## config.mk

```make
export PLATFORM = sky130hd
export DESIGN_NAME = emac_regfile
export DESIGN_NICKNAME = d
export VERILOG_FILES = /design/src/rtl/emac_reg_pkg.sv /design/src/rtl/emac_status_unit.sv /design/src/rtl/emac_cfg_bank.sv /design/src/rtl/emac_counter_bank.sv /design/src/rtl/emac_regfile.sv
export SDC_FILE = /design/constraint.sdc
export NUM_CORES = 1
export LEC_CHECK = 0
export BUFFER_PORTS_ARGS = -buffer_cell sky130_fd_sc_hd__buf_2
export CAP_MARGIN = 20
export CORE_MARGIN = 2
export CORE_UTILIZATION = 50
export CTS_CLUSTER_DIAMETER = 40
export CTS_CLUSTER_SIZE = 28
export DETAILED_ROUTE_END_ITERATION = 16
export HOLD_SLACK_MARGIN = 0.1
export PLACE_DENSITY = 0.73
export SYNTH_ARGS = -nofsm -noshare
export SYNTH_HDL_FRONTEND = slang
export SYNTH_SLANG_ARGS = --single-unit
```

## constraint.sdc

```tcl
create_clock -name clk -period 2.2 [get_ports clk]
set_input_delay 0.22 -clock clk [delete_from_list [all_inputs] [get_ports clk]]
set_output_delay 0.22 -clock clk [all_outputs]
set_load 0.02 [all_outputs]
```

## src/rtl/emac_reg_pkg.sv

```systemverilog
package emac_reg_pkg;
  localparam int AW = 12;
  localparam int DW = 16;
  localparam int FIFO_UNIT_LOG2 = 7;
  localparam int NCNT = 9;
  localparam int WIDE_CNTS = 5;

  typedef logic [AW-1:0] addr_t;
  typedef logic [DW-1:0] word_t;

  localparam addr_t OFS_XIFC    = 12'h000;
  localparam addr_t OFS_TXFIFO  = 12'h100;
  localparam addr_t OFS_TXTH    = 12'h110;
  localparam addr_t OFS_RXFIFO  = 12'h120;
  localparam addr_t OFS_CHIPID  = 12'h170;
  localparam addr_t OFS_GSTAT   = 12'h200;
  localparam addr_t OFS_EVMASK  = 12'h210;
  localparam addr_t OFS_TXRST   = 12'h420;
  localparam addr_t OFS_TXCFG   = 12'h430;
  localparam addr_t OFS_PEAK    = 12'h4E0;
  localparam addr_t OFS_SEED    = 12'h540;
  localparam addr_t OFS_RXCFG   = 12'h630;
  localparam addr_t OFS_FILT_HI = 12'h660;
  localparam addr_t OFS_FILT_MD = 12'h670;
  localparam addr_t OFS_FILT_LO = 12'h680;

  // FIFO size in bytes from the 8-bit size field
  function automatic word_t fifo_bytes(input logic [7:0] fld);
    logic [31:0] v;
    v = (32'(fld) + 32'd1) << FIFO_UNIT_LOG2;
    return v[DW-1:0];
  endfunction

  // station address word index: 8 minus offset bits 7:4
  function automatic logic [1:0] filt_index(input addr_t a);
    logic [3:0] d;
    d = 4'd8 - a[7:4];
    return d[1:0];
  endfunction

  function automatic logic is_filt(input addr_t a);
    return (a == OFS_FILT_HI) || (a == OFS_FILT_MD) || (a == OFS_FILT_LO);
  endfunction

  function automatic logic is_hash(input addr_t a);
    return (a[11:6] == 6'h1C) && (a[3:0] == 4'h0);
  endfunction

  function automatic addr_t cnt_offset(input int i);
    case (i)
      0: return 12'h500;
      1: return 12'h510;
      2: return 12'h520;
      3: return 12'h530;
      4: return 12'h690;
      5: return 12'h6A0;
      6: return 12'h6B0;
      7: return 12'h6C0;
      default: return 12'h6E0;
    endcase
  endfunction
endpackage

```

## src/rtl/emac_status_unit.sv

```systemverilog
module emac_status_unit
  import emac_reg_pkg::*;
#(
  parameter int PEAK_W = 8
) (
  input  logic              clk,
  input  logic              rst_n,
  input  addr_t             addr,
  input  logic              rd_en,
  input  logic              wr_en,
  input  word_t             wdata,
  input  word_t             stat_set,
  input  logic              att_valid,
  input  logic [PEAK_W-1:0] att_val,
  output logic              rd_hit,
  output word_t             rd_word,
  output logic              irq
);
  word_t             stat_q, mask_q, pending;
  logic [PEAK_W-1:0] peak_q, peak_base;
  logic              stat_rd, peak_rd, mask_wr;

  assign stat_rd   = rd_en && (addr == OFS_GSTAT);
  assign peak_rd   = rd_en && (addr == OFS_PEAK);
  assign mask_wr   = wr_en && (addr == OFS_EVMASK);
  assign peak_base = peak_rd ? '0 : peak_q;

  always_ff @(posedge clk or negedge rst_n) begin
    if (!rst_n) begin
      stat_q <= '0;
      mask_q <= '1;
      peak_q <= '0;
    end else begin
      stat_q <= (stat_rd ? '0 : stat_q) | stat_set;
      if (mask_wr) mask_q <= wdata;
      if (att_valid && (att_val > peak_base)) peak_q <= att_val;
      else                                    peak_q <= peak_base;
    end
  end

  assign pending = stat_q & ~mask_q;
  assign irq     = |pending;

  always_comb begin
    rd_hit  = 1'b1;
    rd_word = '0;
    case (addr)
      OFS_GSTAT:  rd_word = stat_q;
      OFS_EVMASK: rd_word = mask_q;
      OFS_PEAK:   rd_word = DW'(peak_q);
      default:    rd_hit  = 1'b0;
    endcase
  end

  a_r3_clear_on_read: assert property (@(posedge clk) disable iff (!rst_n)
    (stat_rd && stat_set == '0) |=> stat_q == '0);
  a_r4_event_kept: assert property (@(posedge clk) disable iff (!rst_n)
    stat_rd |=> (stat_q & $past(stat_set)) == $past(stat_set));
  a_r5_peak_holds: assert property (@(posedge clk) disable iff (!rst_n)
    !peak_rd |=> peak_q >= $past(peak_q));
  a_r6_all_masked_quiet: assert property (@(posedge clk) disable iff (!rst_n)
    (mask_q == '1) |-> !irq);
endmodule

```

## src/rtl/emac_cfg_bank.sv

```systemverilog
module emac_cfg_bank
  import emac_reg_pkg::*;
(
  input  logic         clk,
  input  logic         rst_n,
  input  addr_t        addr,
  input  logic         wr_en,
  input  word_t        wdata,
  output logic         rd_hit,
  output word_t        rd_word,
  output logic         tx_fifo_en,
  output word_t        tx_fifo_size,
  output logic         rx_fifo_en,
  output word_t        rx_fifo_size,
  output logic         tx_sw_rst,
  output logic [47:0]  station_addr,
  output logic [63:0]  hash_bits
);
  word_t       xifc_q, txcfg_q, rxcfg_q, seed_q;
  logic [7:0]  txth_q;
  logic [8:0]  txfifo_q, rxfifo_q;
  logic        txrst_q, txrst_wr;
  word_t       filt_q [3];
  word_t       hash_q [4];

  assign txrst_wr = wr_en && (addr == OFS_TXRST) && wdata[0];

  always_ff @(posedge clk or negedge rst_n) begin
    if (!rst_n) begin
      xifc_q   <= '0;
      txcfg_q  <= '0;
      rxcfg_q  <= '0;
      seed_q   <= '0;
      txth_q   <= '0;
      txfifo_q <= '0;
      rxfifo_q <= '0;
      txrst_q  <= 1'b0;
    end else begin
      txrst_q <= txrst_wr;
      if (wr_en) begin
        case (addr)
          OFS_XIFC:   xifc_q   <= wdata;
          OFS_TXCFG:  txcfg_q  <= wdata;
          OFS_RXCFG:  rxcfg_q  <= wdata;
          OFS_SEED:   seed_q   <= wdata;
          OFS_TXTH:   txth_q   <= wdata[7:0];
          OFS_TXFIFO: txfifo_q <= wdata[8:0];
          OFS_RXFIFO: rxfifo_q <= wdata[8:0];
          default: ;
        endcase
      end
    end
  end

  for (genvar g = 0; g < 3; g++) begin : g_filt
    always_ff @(posedge clk or negedge rst_n) begin
      if (!rst_n) filt_q[g] <= '0;
      else if (wr_en && is_filt(addr) && filt_index(addr) == 2'(g))
        filt_q[g] <= wdata;
    end
    assign station_addr[16*g +: 16] = filt_q[g];
  end

  for (genvar g = 0; g < 4; g++) begin : g_hash
    always_ff @(posedge clk or negedge rst_n) begin
      if (!rst_n) hash_q[g] <= '0;
      else if (wr_en && is_hash(addr) && addr[5:4] == 2'(g))
        hash_q[g] <= wdata;
    end
    assign hash_bits[16*g +: 16] = hash_q[g];
  end

  assign tx_fifo_en   = txfifo_q[0];
  assign rx_fifo_en   = rxfifo_q[0];
  assign tx_fifo_size = fifo_bytes(txfifo_q[8:1]);
  assign rx_fifo_size = fifo_bytes(rxfifo_q[8:1]);
  assign tx_sw_rst    = txrst_q;

  always_comb begin
    rd_hit  = 1'b1;
    rd_word = '0;
    if (is_filt(addr))      rd_word = filt_q[filt_index(addr)];
    else if (is_hash(addr)) rd_word = hash_q[addr[5:4]];
    else begin
      case (addr)
        OFS_XIFC:   rd_word = xifc_q;
        OFS_TXCFG:  rd_word = txcfg_q;
        OFS_RXCFG:  rd_word = rxcfg_q;
        OFS_SEED:   rd_word = seed_q;
        OFS_TXTH:   rd_word = DW'(txth_q);
        OFS_TXFIFO: rd_word = DW'(txfifo_q);
        OFS_RXFIFO: rd_word = DW'(rxfifo_q);
        OFS_TXRST:  rd_word = DW'(txrst_q);
        default:    rd_hit  = 1'b0;
      endcase
    end
  end

  a_r7_size_granule: assert property (@(posedge clk) disable iff (!rst_n)
    tx_fifo_size[FIFO_UNIT_LOG2-1:0] == '0 && rx_fifo_size != '0);
  a_r8_reset_one_shot: assert property (@(posedge clk) disable iff (!rst_n)
    (tx_sw_rst && !txrst_wr) |=> !tx_sw_rst);
  a_r8_reset_from_write: assert property (@(posedge clk) disable iff (!rst_n)
    $rose(tx_sw_rst) |-> $past(wr_en));
endmodule

```

## src/rtl/emac_counter_bank.sv

```systemverilog
module emac_counter_bank
  import emac_reg_pkg::*;
#(
  parameter int SMALL_W = 8
) (
  input  logic  clk,
  input  logic  rst_n,
  input  addr_t addr,
  input  logic  wr_en,
  input  word_t wdata,
  output logic  rd_hit,
  output word_t rd_word
);
  logic [NCNT-1:0] hit;
  word_t           word [NCNT];

  for (genvar g = 0; g < NCNT; g++) begin : g_cnt
    localparam int W = (g < WIDE_CNTS) ? DW : SMALL_W;
    logic [W-1:0] q;
    assign hit[g] = (addr == cnt_offset(g));
    always_ff @(posedge clk or negedge rst_n) begin
      if (!rst_n)               q <= '0;
      else if (wr_en && hit[g]) q <= wdata[W-1:0];
    end
    assign word[g] = DW'(q);
  end

  always_comb begin
    rd_word = '0;
    for (int i = 0; i < NCNT; i++)
      if (hit[i]) rd_word = word[i];
  end
  assign rd_hit = |hit;

  a_r11_single_decode: assert property (@(posedge clk) disable iff (!rst_n)
    $onehot0(hit));
endmodule

```

## src/rtl/emac_regfile.sv

```systemverilog
module emac_regfile
  import emac_reg_pkg::*;
#(
  parameter logic [15:0] CHIP_ID = 16'h0001,
  parameter int          PEAK_W  = 8,
  parameter int          SMALL_W = 8
) (
  input  logic        clk,
  input  logic        rst_n,
  input  logic [11:0] addr,
  input  logic        rd_en,
  input  logic        wr_en,
  input  logic [15:0] wdata,
  output logic [15:0] rdata,
  input  logic [15:0] stat_set,
  input  logic        att_valid,
  input  logic [7:0]  att_val,
  output logic        irq,
  output logic        tx_fifo_en,
  output logic [15:0] tx_fifo_size,
  output logic        rx_fifo_en,
  output logic [15:0] rx_fifo_size,
  output logic        tx_sw_rst,
  output logic [47:0] station_addr,
  output logic [63:0] hash_bits
);
  logic  st_hit, cfg_hit, cnt_hit, id_hit, any_hit;
  word_t st_word, cfg_word, cnt_word, id_word, rd_next, rdata_q;

  emac_status_unit #(.PEAK_W(PEAK_W)) u_status (
    .clk(clk), .rst_n(rst_n), .addr(addr), .rd_en(rd_en), .wr_en(wr_en),
    .wdata(wdata), .stat_set(stat_set), .att_valid(att_valid),
    .att_val(att_val[PEAK_W-1:0]), .rd_hit(st_hit), .rd_word(st_word), .irq(irq)
  );

  emac_cfg_bank u_cfg (
    .clk(clk), .rst_n(rst_n), .addr(addr), .wr_en(wr_en), .wdata(wdata),
    .rd_hit(cfg_hit), .rd_word(cfg_word),
    .tx_fifo_en(tx_fifo_en), .tx_fifo_size(tx_fifo_size),
    .rx_fifo_en(rx_fifo_en), .rx_fifo_size(rx_fifo_size),
    .tx_sw_rst(tx_sw_rst), .station_addr(station_addr), .hash_bits(hash_bits)
  );

  emac_counter_bank #(.SMALL_W(SMALL_W)) u_cnt (
    .clk(clk), .rst_n(rst_n), .addr(addr), .wr_en(wr_en), .wdata(wdata),
    .rd_hit(cnt_hit), .rd_word(cnt_word)
  );

  assign id_hit  = (addr == OFS_CHIPID);
  assign id_word = id_hit ? CHIP_ID : '0;
  assign any_hit = st_hit | cfg_hit | cnt_hit | id_hit;
  assign rd_next = st_word | cfg_word | cnt_word | id_word;

  always_ff @(posedge clk or negedge rst_n) begin
    if (!rst_n)     rdata_q <= '0;
    else if (rd_en) rdata_q <= rd_next;
  end
  assign rdata = rdata_q;

  a_r13_unmapped_zero: assert property (@(posedge clk) disable iff (!rst_n)
    (rd_en && !any_hit) |=> rdata == '0);
  a_r12_chip_id: assert property (@(posedge clk) disable iff (!rst_n)
    (rd_en && id_hit) |=> rdata == CHIP_ID);
  a_r2_one_source: assert property (@(posedge clk) disable iff (!rst_n)
    $countones({st_hit, cfg_hit, cnt_hit, id_hit}) <= 1);
endmodule

```

==> metrics.md, run 1 <==
| Metric | Value |
|---|---|
| Placed instance area | `~21000 sq um` |
| Slew HR | `a little over half` |
| Fmax | `about 450 MHz` |
| CTS root buf | `clkbuf_16` |
| Clock Sinks | `371` |
| DRC Markers | `0` |
| Dpl hpwl | `between 40000 and 50000 um` |
| Site row count | `69` |
| DR iter-0 viols | `about 1100` |
| Worst path max stage delay | `approximately 0.57 ns` |
| Crit-path max FO | `7` |
| Router iterations before antenna repair | `5` |
| Worst Path Required | `around 2.7 ns` |
| Die height | `a little under 200 um` |
| Grt total ovfl | `0` |
| Synthesized flop and latch total | `between 300 and 400` |
| HP Class | `in2reg` |
| Synth Warn # | `0` |
| Vias | `between 10000 and 15000` |
| Worst-path cell chain | `buf_6 > or4_4 > nor4_4 > nand2_4 > nand2_4 > ha_4 > nor2b_4 > o21a_1 > o21ai_2 > a21oi_2 > o221ai_4 > buf_6 > mux2i_1` |
| Min Tclk post-route | `2.219 ns` |
| Status | `complete, but fails checks` |
| Clk_lat worst skew | `0.59 ns` |
| Area Overhead vs Synth | `27.56%` |
| Finished Cell Area | `approximately 23000 sq um` |
| Initial antenna violation count | `0` |
| Core Area | `approximately 36000 sq um` |
| Kind of critical path | `in2reg` |
| H-tree lvl count | `2` |
| Crit-path slowest cell | `or4_4` |
| First-pass GRT wire length | `between 80000 and 90000 um` |
| Leak | `~11 nW` |
| Ys async rst share | `100.0%` |
| Final Setup Violations | `5` |
| Count leader, synth | `dfrtp_1` |
| Post-synthesis sequential area ratio | `approximately 51%` |
| Synth top cells by count | `dfrtp_1 (355), mux2_2 (326), nand2_1 (86), clkbuf_1 (81), o21ai_0 (44)` |
| Clk buf depth | `3` |
| CP Launch Type | `primary input` |
| Mean Syn Cell Area | `~12 sq um` |
| # diodes | `0` |
| Wirelength per Cell | `approximately 25 um` |
| Area leader, netlist | `dfrtp_1` |
| Num CTS Buffers | `~50` |
| Failing checks | `negative setup slack` |
| Max rail drop VDD | `690.2 uV` |
| I/O pins | `between 200 and 250` |
| Least-Margin Pin Slew | `around 0.7 ns` |
| RSZ-0062 raised after global routing | `yes` |
| Crit end category | `register` |
| Area of the die | `37690 sq um` |
| GPL Wtd Cong | `0.9537` |
| Final WS setup | `-0.01917 ns` |
| GRT Util Overall | `between 30% and 40%` |
| Fin. Hold Viols | `0` |
| Largest net degree at the start of global routing | `66` |
| Number of global-route vias before repair | `approximately 15000` |
| Post-route clock skew | `approximately 0.027 ns` |
| Final core occ | `64.82%` |
| WL final | `about 58000 um` |
| Netlist cell types | `77` |
| Number of port buffers | `between 200 and 250` |
| Ys flop type | `dfrtp_1` |
| Post-route ant nets | `0` |
| Setup TNS | `-0.04493 ns` |
| CTS tree | `built` |
| Pins over their slew limit | `0` |
| Gate Count Post-Synth | `~1500` |
| Top post-synthesis cells by area | `dfrtp_1 (49%), mux2_2 (20%), dfstp_2 (2.3%)` |
| Total Nets Final | `between 1500 and 2000` |
| Crit share post-route | `100.9%` |
| Critical path arrival | `about 2.7 ns` |
| Final total power | `around 17 mW` |
| Synth top area share | `just under 50%` |
| Layout cells sized above 1 | `48.21%` |
| Max_cap viols | `0` |
| Worst-path clk slew | `~0.060 ns` |
| Number of vias per cell | `about 6` |
| Starting Density | `50.82%` |
| Die X | `194.1 um` |
| Post-Syn Area | `around 18000 sq um` |
| Post-synth EDFFs | `0` |
| Pwr dens | `~740 nW/um^2` |
==> through the flow <==
step | hold slack [ns] | setup WS, ns | std cells
6_report | 0.1588 | -0.01917 | 2305
5_1_grt | 0.1565 | -0.1096 | 2305
4_1_cts | 0.1577 | 0.03209 | 2302
3_5_place_dp | 0.1985 | -0.7263 | 2185
3_3_place_gp | 0.1964 | -0.6506 | 2185
2_1_floorplan | -0.07559 | -0.9991 | 1476
==> flip-flops by register name, indices dropped and copies added, names as in the netlist <==
name                flops
rdata                  16
u_cfg.txth_q            8
u_status.peak_q         8
u_status.mask_q        16
u_cfg.rxcfg_q          16
u_cfg.rxfifo_q          9
u_status.stat_q        16
u_cfg.seed_q           16
u_cfg.tx_sw_rst         1
u_cfg.hash_bits        64
u_cfg.txfifo_q          9
u_cfg.xifc_q           16
u_cfg.txcfg_q          16
u_cfg.station_addr     48
u_cnt.g_cnt.q         112
==> worst max-delay path, delay by kind of cell <==
family / cells / cell delay (ns)
mux: 1 / 0.20
compound gates: 4 / 0.55
simple gates: 5 / 1.29
fa+ha+maj: 1 / 0.20
buf+inv: 2 / 0.27
==> layout make-up <==
| class | count | area [sq um] |
|---|---|---|
| Clock buffer | 56 | 1272 |
| Clock inverter | 34 | 503.0 |
| Fill cell | 2691 | 12510 |
| Inverter | 39 | 148.9 |
| Multi-Input combinational cell | 941 | 8341 |
| Sequential cell | 371 | 9308 |
| Tap cell | 461 | 576.8 |
| Timing Repair Buffer | 403 | 2908 |
==> timing repair <==
action                                  in CTS  in global routing
endpoints found under the setup margin      10                 14
pin swaps                                    2                  7
gates resized for setup                      3                 14
hold buffers                                26                  0
buffers inserted                             1                  3
hold endpoints to repair                   377                  0
==> cell families after synthesis <==
kind of cell / Yosys count / share of synthesized area, %
other: 1 / 0.02075
AND/OR/NAND/NOR: 252 / 7.912
buffers and inverters: 164 / 3.966
flip-flops: 371 / 51.47
AO/OA/AOI/OAI: 269 / 10.64
XOR/XNOR: 12 / 0.5814
multiplexers: 380 / 24.44
adder cells (fa/ha/maj): 14 / 0.9691
==> cells in the final DEF, fill, tap and decap left out, types with 17 or more instances in the layout <==
cell	instances
nand2_1	77
a21o_1	19
dfrtp_1	352
inv_1	37
buf_12	25
buf_4	145
mux2i_1	33
a21oi_1	39
clkbuf_16	49
o2bb2ai_1	20
mux2_2	324
buf_2	204
nand3_1	17
nor2_1	33
o21ai_0	42
dlygate4sd3_1	26
nor2b_1	17
a22oi_1	22
==> worst paths after layout <==
check	slack (ns)	depth (start not counted)	startpoint	endpoint
worst max-delay path	-0.02	13	addr[2]	u_status.peak_q[2]
worst min-delay path	0.16	4	rd_en	u_status.peak_q[5]
min in group asynchronous	0.17	2	rst_n	u_cfg.hash_bits[49]
max in group asynchronous	1.25	3	rst_n	u_status.mask_q[5]
worst min register to register	0.50	1	u_cfg.txcfg_q[9]	u_cfg.txcfg_q[9]
worst max register to register	0.19	5	u_cfg.hash_bits[54]	rdata[6]
==> metal layers <==
layer / up-vias / part of all wire (%) / GRT usage (%)
met3: 132 / 8.2 / 5.844
met5: - / 0 / 0
met1: 7345 / 41 / 41.68
met4: 0 / 3.3 / 11.59
li1: 6091 / - / -
met2: 678 / 47 / 48.20
==> power breakdown <==
part           internal [mW]  leakage, nW  switching [mW]  total [mW]
registers               6.95         4.99           0.119        7.07
logic                  0.569         5.60           0.894        1.46
clock network           5.40        0.848            3.21        8.61
total                   12.9         11.4            4.23        17.1
Note: power is estimated with default switching activity, not from simulation.
==> run 2, diff against run 1 <==
--- a/config.mk
+++ b/config.mk
@@ -9,2 +9,3 @@
 export CAP_MARGIN = 20
+export CORE_ASPECT_RATIO = 1.2
 export CORE_MARGIN = 2
--- a/constraint.sdc
+++ b/constraint.sdc
@@ -3,2 +3,2 @@
 set_output_delay 0.22 -clock clk [all_outputs]
-set_load 0.02 [all_outputs]
+set_load 0.1 [all_outputs]
==> run 2 against run 1 <==
Compared with the run above: the run now ends clean; critical endpoint unchanged; first-iteration DRC count grew 12%; sequential share of layout area shrank 0.082 points; largest cell class unchanged; critical path type unchanged; clock skew shrank 0.012 ns; register-to-register slack lost 0.15 ns; die area is essentially flat; wire length shrank 1.9%.
==> metrics.md, run 2 (synthesized netlist as in run 1, its figures left out) <==
| Metric | Value |
|---|---|
| Initial antenna violation count | `1 (+1)` |
| Router iterations before antenna repair | `7 (+2)` |
| Least-Margin Pin Slew | `0.7087 ns (-0.01127 ns)` |
| Largest register FFs | `112 (unchanged)` |
| Commonest non-fill, non-tap cell in the layout | `dfrtp_1` |
| Hold slack | `0.2099 ns (+0.05117 ns)` |
| Die height | `212.3 um (+9.3%)` |
| Critical Path Start | `addr[4]` |
| Grt total ovfl | `0 (unchanged)` |
| First-pass GRT wire length | `86410 um (-2.4%)` |
| Clk_lat worst skew | `0.55 ns (-0.04 ns)` |
| Leak | `11.47 nW (+0.25%)` |
| Fin. Hold Viols | `0 (unchanged)` |
| Number of vias per cell | `6.065 (-1.9%)` |
| Site row count | `76 (+10%)` |
| Vias | `14020 (-1.6%)` |
| Crit-path max FO | `7 (unchanged)` |
| HP Class | `in2async` |
| CP Launch Type | `primary input` |
| Worst path max stage delay | `0.26 ns (-0.31 ns)` |
| Starting Density | `50.56% (-0.26 points)` |
| Reg-to-reg slack, setup | `0.04 ns (-0.15 ns)` |
| Largest delay share family, worst path | `simple AND/OR/NAND/NOR gates` |
| Largest net degree at the start of global routing | `68 (+3.0%)` |
| NetSw | `4.497 mW (+6.4%)` |
| Final total power | `16.21 mW (-5.5%)` |
| Die X | `177.6 um (-8.5%)` |
| CTS root buf | `clkbuf_16` |
| Layout cells sized above 1 | `49.00% (+0.79 points)` |
| Post-route ant nets | `0 (unchanged)` |
| Critical path arrival | `2.65 ns (-0.08 ns)` |
| Logic pwr share | `10.8% (+2.3 points)` |
| Int Power | `11.71 mW (-9.4%)` |
| Crit-path slowest cell | `nor4_4` |
| Total Nets Final | `1880 (+0.21%)` |
| Number of global-route vias before repair | `14280 (-1.6%)` |
| Fmax | `454.8 MHz (+0.92%)` |
| H-tree lvl count | `2 (unchanged)` |
| Most flop-heavy register | `u_cnt.g_cnt.q` |
| DRC Markers | `0 (unchanged)` |
| Kind of critical path | `in2reg` |
| GPL Wtd Cong | `0.9602 (+0.68%)` |
| Worst Path Required | `2.66 ns (-0.05 ns)` |
| Clk network pwr share | `45.8% (-4.4 points)` |
| WL final | `56430 um (-1.9%)` |
| Number of port buffers | `206 (unchanged)` |
| Post-route clock skew | `0.01433 ns (-0.01246 ns)` |
| Switching Fraction | `27.75% (+3.1 points)` |
| CTS tree | `built` |
| Crit share post-route | `99.95% (-0.92 points)` |
| Worst r2r src | `u_cfg.txfifo_q[4]` |
| Worst-path clk slew | `0.07 ns (about the same)` |
| RSZ-0062 raised after global routing | `yes` |
| Pins over their slew limit | `0 (unchanged)` |
| Slew HR | `52.75% (+0.75 points)` |
| Reg power frac | `43.5% (+2.3 points)` |
| Area Overhead vs Synth | `27.76%` |
| Min Tclk post-route | `2.199 ns (-0.02024 ns)` |
| Max_cap viols | `0 (unchanged)` |
| Crit end category | `register` |
| Max rail drop VDD | `804.3 uV (+17%)` |
| Setup TNS | `0 ns (+0.04493 ns)` |
| Most used cell, CP | `nand2_2` |
| Status | `complete, no violations` |
| Worst-path cell chain | `buf_2 > inv_4 > ha_2 > nand3b_1 > nor4_4 > nand2_2 > nand2_2 > ha_4 > nor2b_4 > o21a_1 > o21ai_2 > a21oi_2 > o221ai_4 > buf_6 > mux2i_1` |
| Dpl hpwl | `40010 um (-0.49%)` |
| Clock Sinks | `371 (unchanged)` |
| Final Setup Violations | `0 (-5)` |
| Clk buf depth | `3 (unchanged)` |
| Num CTS Buffers | `43 (-12%)` |
| I/O pins | `221 (unchanged)` |
| Wirelength per Cell | `24.41 um (-2.2%)` |
| Area of the die | `37700 sq um (about the same)` |
| Commonest non-fill, non-tap cells in the layout | `dfrtp_1 (355), mux2_2 (324), buf_2 (193), buf_4 (153), nand2_1 (79)` |
| Worst path bufs/invs | `3 (+1)` |
| GRT Util Overall | `30.10% (-0.32 points)` |
| DR iter-0 viols | `1264 (+12%)` |
| Core Area | `35750 sq um (+0.52%)` |
| Pwr dens | `701.7 nW/um^2 (-5.6%)` |
## run 2: cell count changes in the layout (fill, tap and decap cells not counted), sizes merged
cell	previous run	this run
bufinv	10	2
diode	0	1
clkinv	8	11
inv	48	57
clkbuf	56	49
clkinvlp	7	1
buf	377	385
## run 2: timing repair
item / CTS / global route
hold buffers: 26 / 0
setup buffers: 3 / 3
pin swaps: 7 / 5
endpoints found under the hold margin: 183 / 0
gates resized for setup: 14 / 13
setup endpoints to repair: 19 / 18
## run 2: layout make-up
type | instances | area [sq um]
fillers | 2758 | 12660
flip-flops and latches | 371 | 9304
multi-input cells | 941 | 8439
repair buffers | 413 | 3113
clock buffers | 47 | 1144
well taps | 468 | 585.6
clock inverters | 32 | 357.8
inverters | 39 | 148.9
diodes | 1 | 2.502
## run 2: final timing paths
check | cells past startpoint | to
max in group asynchronous | 3 | u_cfg.hash_bits[48]
max reg2reg | 6 | rdata[4]
min reg2reg | 1 | u_cfg.txcfg_q[11]
max | 15 | u_status.peak_q[2]
min | 2 | u_cfg.rxcfg_q[5]
min in group clk | 4 | u_status.peak_q[5]
## run 2: power groups by stage
| stage | registers (mW) | logic [mW] | clock network [mW] |
|---|---|---|---|
| final | 7.05 | 1.74 | 7.41 |
| after global routing | 7.06 | 1.87 | 7.80 |
| after CTS | 7.05 | 1.72 | 7.51 |
| after detailed placement | 7.17 | 1.66 | 0 |
| after global placement | 7.17 | 1.63 | 0 |
| after floorplan | 7.34 | 0.833 | 0 |
## run 2: per-stage QoR
stage	std cells	utilization (%)	instance area, sq um	worst slack, ns
after floorplan	1476	-	18590	-0.9991
after global placement	2200	59.27	21190	-0.6179
after detailed placement	2200	59.27	21190	-0.7374
after CTS	2308	64.37	23010	0.003571
after global routing	2312	64.59	23090	-0.1504
final	2312	64.59	23090	0.001072
## run 2: worst reg2reg max path, cell delays in order (launching register included)
cell and delay [ns]:
dfrtp_1 0.40, a222oi_1 0.53, buf_4 0.21, o221ai_1 0.18, a2111oi_1 0.46, buf_4 0.20, a31oi_1 0.07
## run 2: routing by layer
metal	track usage (%)	routed length (um)
met1	40.14	23030
met2	50.44	27830
met3	4.453	3699
met4	10.15	1867
met5	0	0
==> run 3, diff against run 2 <==
Settings changed: ABC_CLOCK_PERIOD_IN_PS from default to 2200, RECOVER_POWER from default to 100, SETUP_SLACK_MARGIN from default to 0.02.
==> run 3 against run 2 <==
Compared with the run above: the run now ends with max-capacitance violations, max-slew violations, negative setup slack left; critical path depth down 5; global-route usage up 0.26 points; utilization down 1.0 points; sequential power about the same; non-clock buffer count up 3; combinational power about the same; total power down 0.52%; largest cell class unchanged; sequential share of layout area up 0.69 points; clock power down 0.7%; via count up 0.71%; highest routed layer unchanged.
==> metrics.md, run 3 (synthesized netlist as in run 1, its figures left out) <==
| Metric | Value |
|---|---|
| Status | `complete, but fails checks` |
| Failing checks | `max-capacitance violations, max-slew violations, negative setup slack` |
| Filler Cell Count | `2831 (+2.6%)` |
| Vias | `14120 (+0.71%)` |
| Post-Place Cells | `2205 (+0.23%)` |
| Multi-input combinational cell area | `8358 sq um (-0.96%)` |
| # diodes | `0 (-1)` |
| CP Launch Type | `primary input` |
| Final Instance Count excl. Fillers | `2314 (+0.087%)` |
| Least-Margin Pin Slew | `1.616 ns (+0.9076 ns)` |
| Clk network pwr share | `45.6% (-0.2 points)` |
| DRC Markers | `0 (unchanged)` |
| Layout cells sized above 1 | `48.16% (-0.84 points)` |
| Crit-path max FO | `7 (unchanged)` |
| Critical path arrival | `2.81 ns (+0.16 ns)` |
| Commonest non-fill, non-tap cell in the layout | `dfrtp_1` |
| WL final | `56880 um (+0.81%)` |
| Die height | `212.3 um (unchanged)` |
| Largest net degree at the start of global routing | `72 (+5.9%)` |
| Switching Fraction | `27.10% (-0.65 points)` |
| Area Overhead vs Synth | `25.69%` |
| Wirelength per Cell | `24.58 um (+0.72%)` |
| Worst-path clk slew | `0.07 ns (about the same)` |
| Worst Path Required | `2.71 ns (+0.05 ns)` |
| Starting Density | `50.56% (unchanged)` |
| Dpl hpwl | `40070 um (+0.16%)` |
| Area of the die | `37700 sq um (unchanged)` |
| Number of vias per cell | `6.103 (+0.63%)` |
| Max rail drop VDD | `581.8 uV (-28%)` |
| Clk buf depth | `3 (unchanged)` |
| Pins over their slew limit | `58 (+58)` |
| Site row count | `76 (unchanged)` |
| Int Power | `11.75 mW (+0.38%)` |
| Largest delay share family, worst path | `simple AND/OR/NAND/NOR gates` |
| Number of global-route vias before repair | `14420 (+1.0%)` |
| Logic pwr share | `10.6% (-0.2 points)` |
| DR WL met2 | `27770 um (-0.22%)` |
| Final Setup Violations | `80 (+80)` |
| Hold slack | `0.1910 ns (-0.01896 ns)` |
| Clock Sinks | `371 (unchanged)` |
| Reg power frac | `43.8% (+0.3 points)` |
| Pre-CTS WS | `-0.7361 ns (+0.001291 ns)` |
| NetSw | `4.368 mW (-2.9%)` |
| Worst path bufs/invs | `4 (+1)` |
| Num CTS Buffers | `43 (unchanged)` |
| Pwr dens | `709.5 nW/um^2 (+1.1%)` |
| Final core occ | `63.55% (-1.0 points)` |
| Largest register FFs | `112 (unchanged)` |
| Worst path max stage delay | `0.50 ns (+0.24 ns)` |
| Highest Signal Layer | `met4` |
| DR iter-0 viols | `1045 (-17%)` |
| CTS tree | `built` |
| Crit-path slowest cell | `or3b_2` |
| CTS root buf | `clkbuf_16` |
| GPL Wtd Cong | `0.9649 (+0.49%)` |
| Crit end category | `register` |
| Most flop-heavy register | `u_cnt.g_cnt.q` |
| Post-route ant nets | `0 (unchanged)` |
| Grt total ovfl | `0 (unchanged)` |
| Most used cell, CP | `buf_4` |
| Worst-path cell chain | `buf_2 > buf_4 > ha_1 > or3b_2 > nor3_1 > buf_4 > a222oi_1 > buf_4 > a2111oi_0 > or3_1` |
| Kind of critical path | `in2reg` |
| Router iterations before antenna repair | `6 (-1)` |
| H-tree lvl count | `2 (unchanged)` |
| Wl on met1 | `23300 um (+1.2%)` |
| Max_cap viols | `1 (+1)` |
| Fmax | `434.4 MHz (-4.5%)` |
| Crit share post-route | `104.6% (+4.7 points)` |
| Leak | `11.18 nW (-2.6%)` |
| First-pass GRT wire length | `86510 um (+0.12%)` |
| Total Nets Final | `1883 (+0.16%)` |
| Die X | `177.6 um (unchanged)` |
| Fin. Hold Viols | `0 (unchanged)` |
| Final WS setup | `-0.1021 ns (-0.1031 ns)` |
| Final total power | `16.12 mW (-0.52%)` |
| Sequential cell area | `9310 sq um (about the same)` |
| Number of port buffers | `206 (unchanged)` |
| Initial antenna violation count | `0 (-1)` |
| Core Area | `35750 sq um (unchanged)` |
| RSZ-0062 raised after global routing | `yes` |
| Routed met3 length | `3548 um (-4.1%)` |
| I/O pins | `221 (unchanged)` |
| Post-route clock skew | `0.02188 ns (+0.007545 ns)` |
| Slew HR | `-7.751% (-61 points)` |
| HP Class | `in2reg` |
| GRT Util Overall | `30.36% (+0.26 points)` |
| Min Tclk post-route | `2.302 ns (+0.1031 ns)` |
| Commonest non-fill, non-tap cells in the layout | `dfrtp_1 (350), mux2_2 (324), clkbuf_2 (160), buf_4 (132), nand2_1 (79)` |
| Clk_lat worst skew | `0.57 ns (+0.02 ns)` |
[run 3: cell types whose count changed in the layout (fill, tap and decap cells not counted), moves of 9 or more]
cell / delta
clkbuf_2: +160
buf_2: -139
buf_12: -18
buf_4: -21
clkbuf_1: +9
clkbuf_4: +13
[run 3: path summary, 6_finish.rpt]
path / slack [ns] / depth (start not counted) / startpoint / end
worst min-delay path: 0.19 / 2 / wdata[14] / u_status.mask_q[14]
worst max register to register: 0.13 / 6 / u_cfg.hash_bits[36] / rdata[4]
min in group asynchronous: 0.62 / 2 / rst_n / u_cfg.hash_bits[1]
worst min register to register: 0.50 / 1 / u_cfg.txcfg_q[11] / u_cfg.txcfg_q[11]
max in group asynchronous: 0.25 / 3 / rst_n / u_status.mask_q[15]
worst max-delay path: -0.10 / 10 / addr[5] / rdata[10]
[run 3: per-layer routing]
| layer | vias to the layer above | track usage, % |
|---|---|---|
| met4 | 0 | 12.07 |
| li1 | 6092 | - |
| met3 | 133 | 4.846 |
| met2 | 561 | 49.72 |
| met5 | - | 0 |
| met1 | 7337 | 40.50 |
[run 3: timing repair]
action,in CTS,in global routing
setup endpoints to repair,18,30
hold buffers,26,0
hold endpoints to repair,287,0
buffers inserted,1,3
pin swaps,7,4
gates resized for setup,18,19
[run 3: cell type report]
class | instances | share of cell area, %
Clock buffer | 50 | 4.940
Clock inverter | 29 | 1.536
Inverter | 39 | 0.6553
Multi-Input combinational cell | 941 | 36.79
Sequential cell | 371 | 40.98
Tap cell | 468 | 2.577
Timing Repair Buffer | 416 | 12.53
[run 3: stage by stage]
step	setup TNS (ns)	instance area [sq um]
after detailed placement	-101.42	21180
after floorplan	-9.825	18640
final	-3.430	22720
after global placement	-92.89	21180
after CTS	0	22960
after global routing	-15.31	22720
[run 3: power groups by stage]
stage	Combinational, mW	Sequential, mW	Clock [mW]
after floorplan	0.834	7.34	0
after global placement	1.59	7.17	0
after detailed placement	1.63	7.18	0
after CTS	1.70	7.05	7.46
after global routing	1.84	7.06	7.76
final	1.71	7.06	7.36
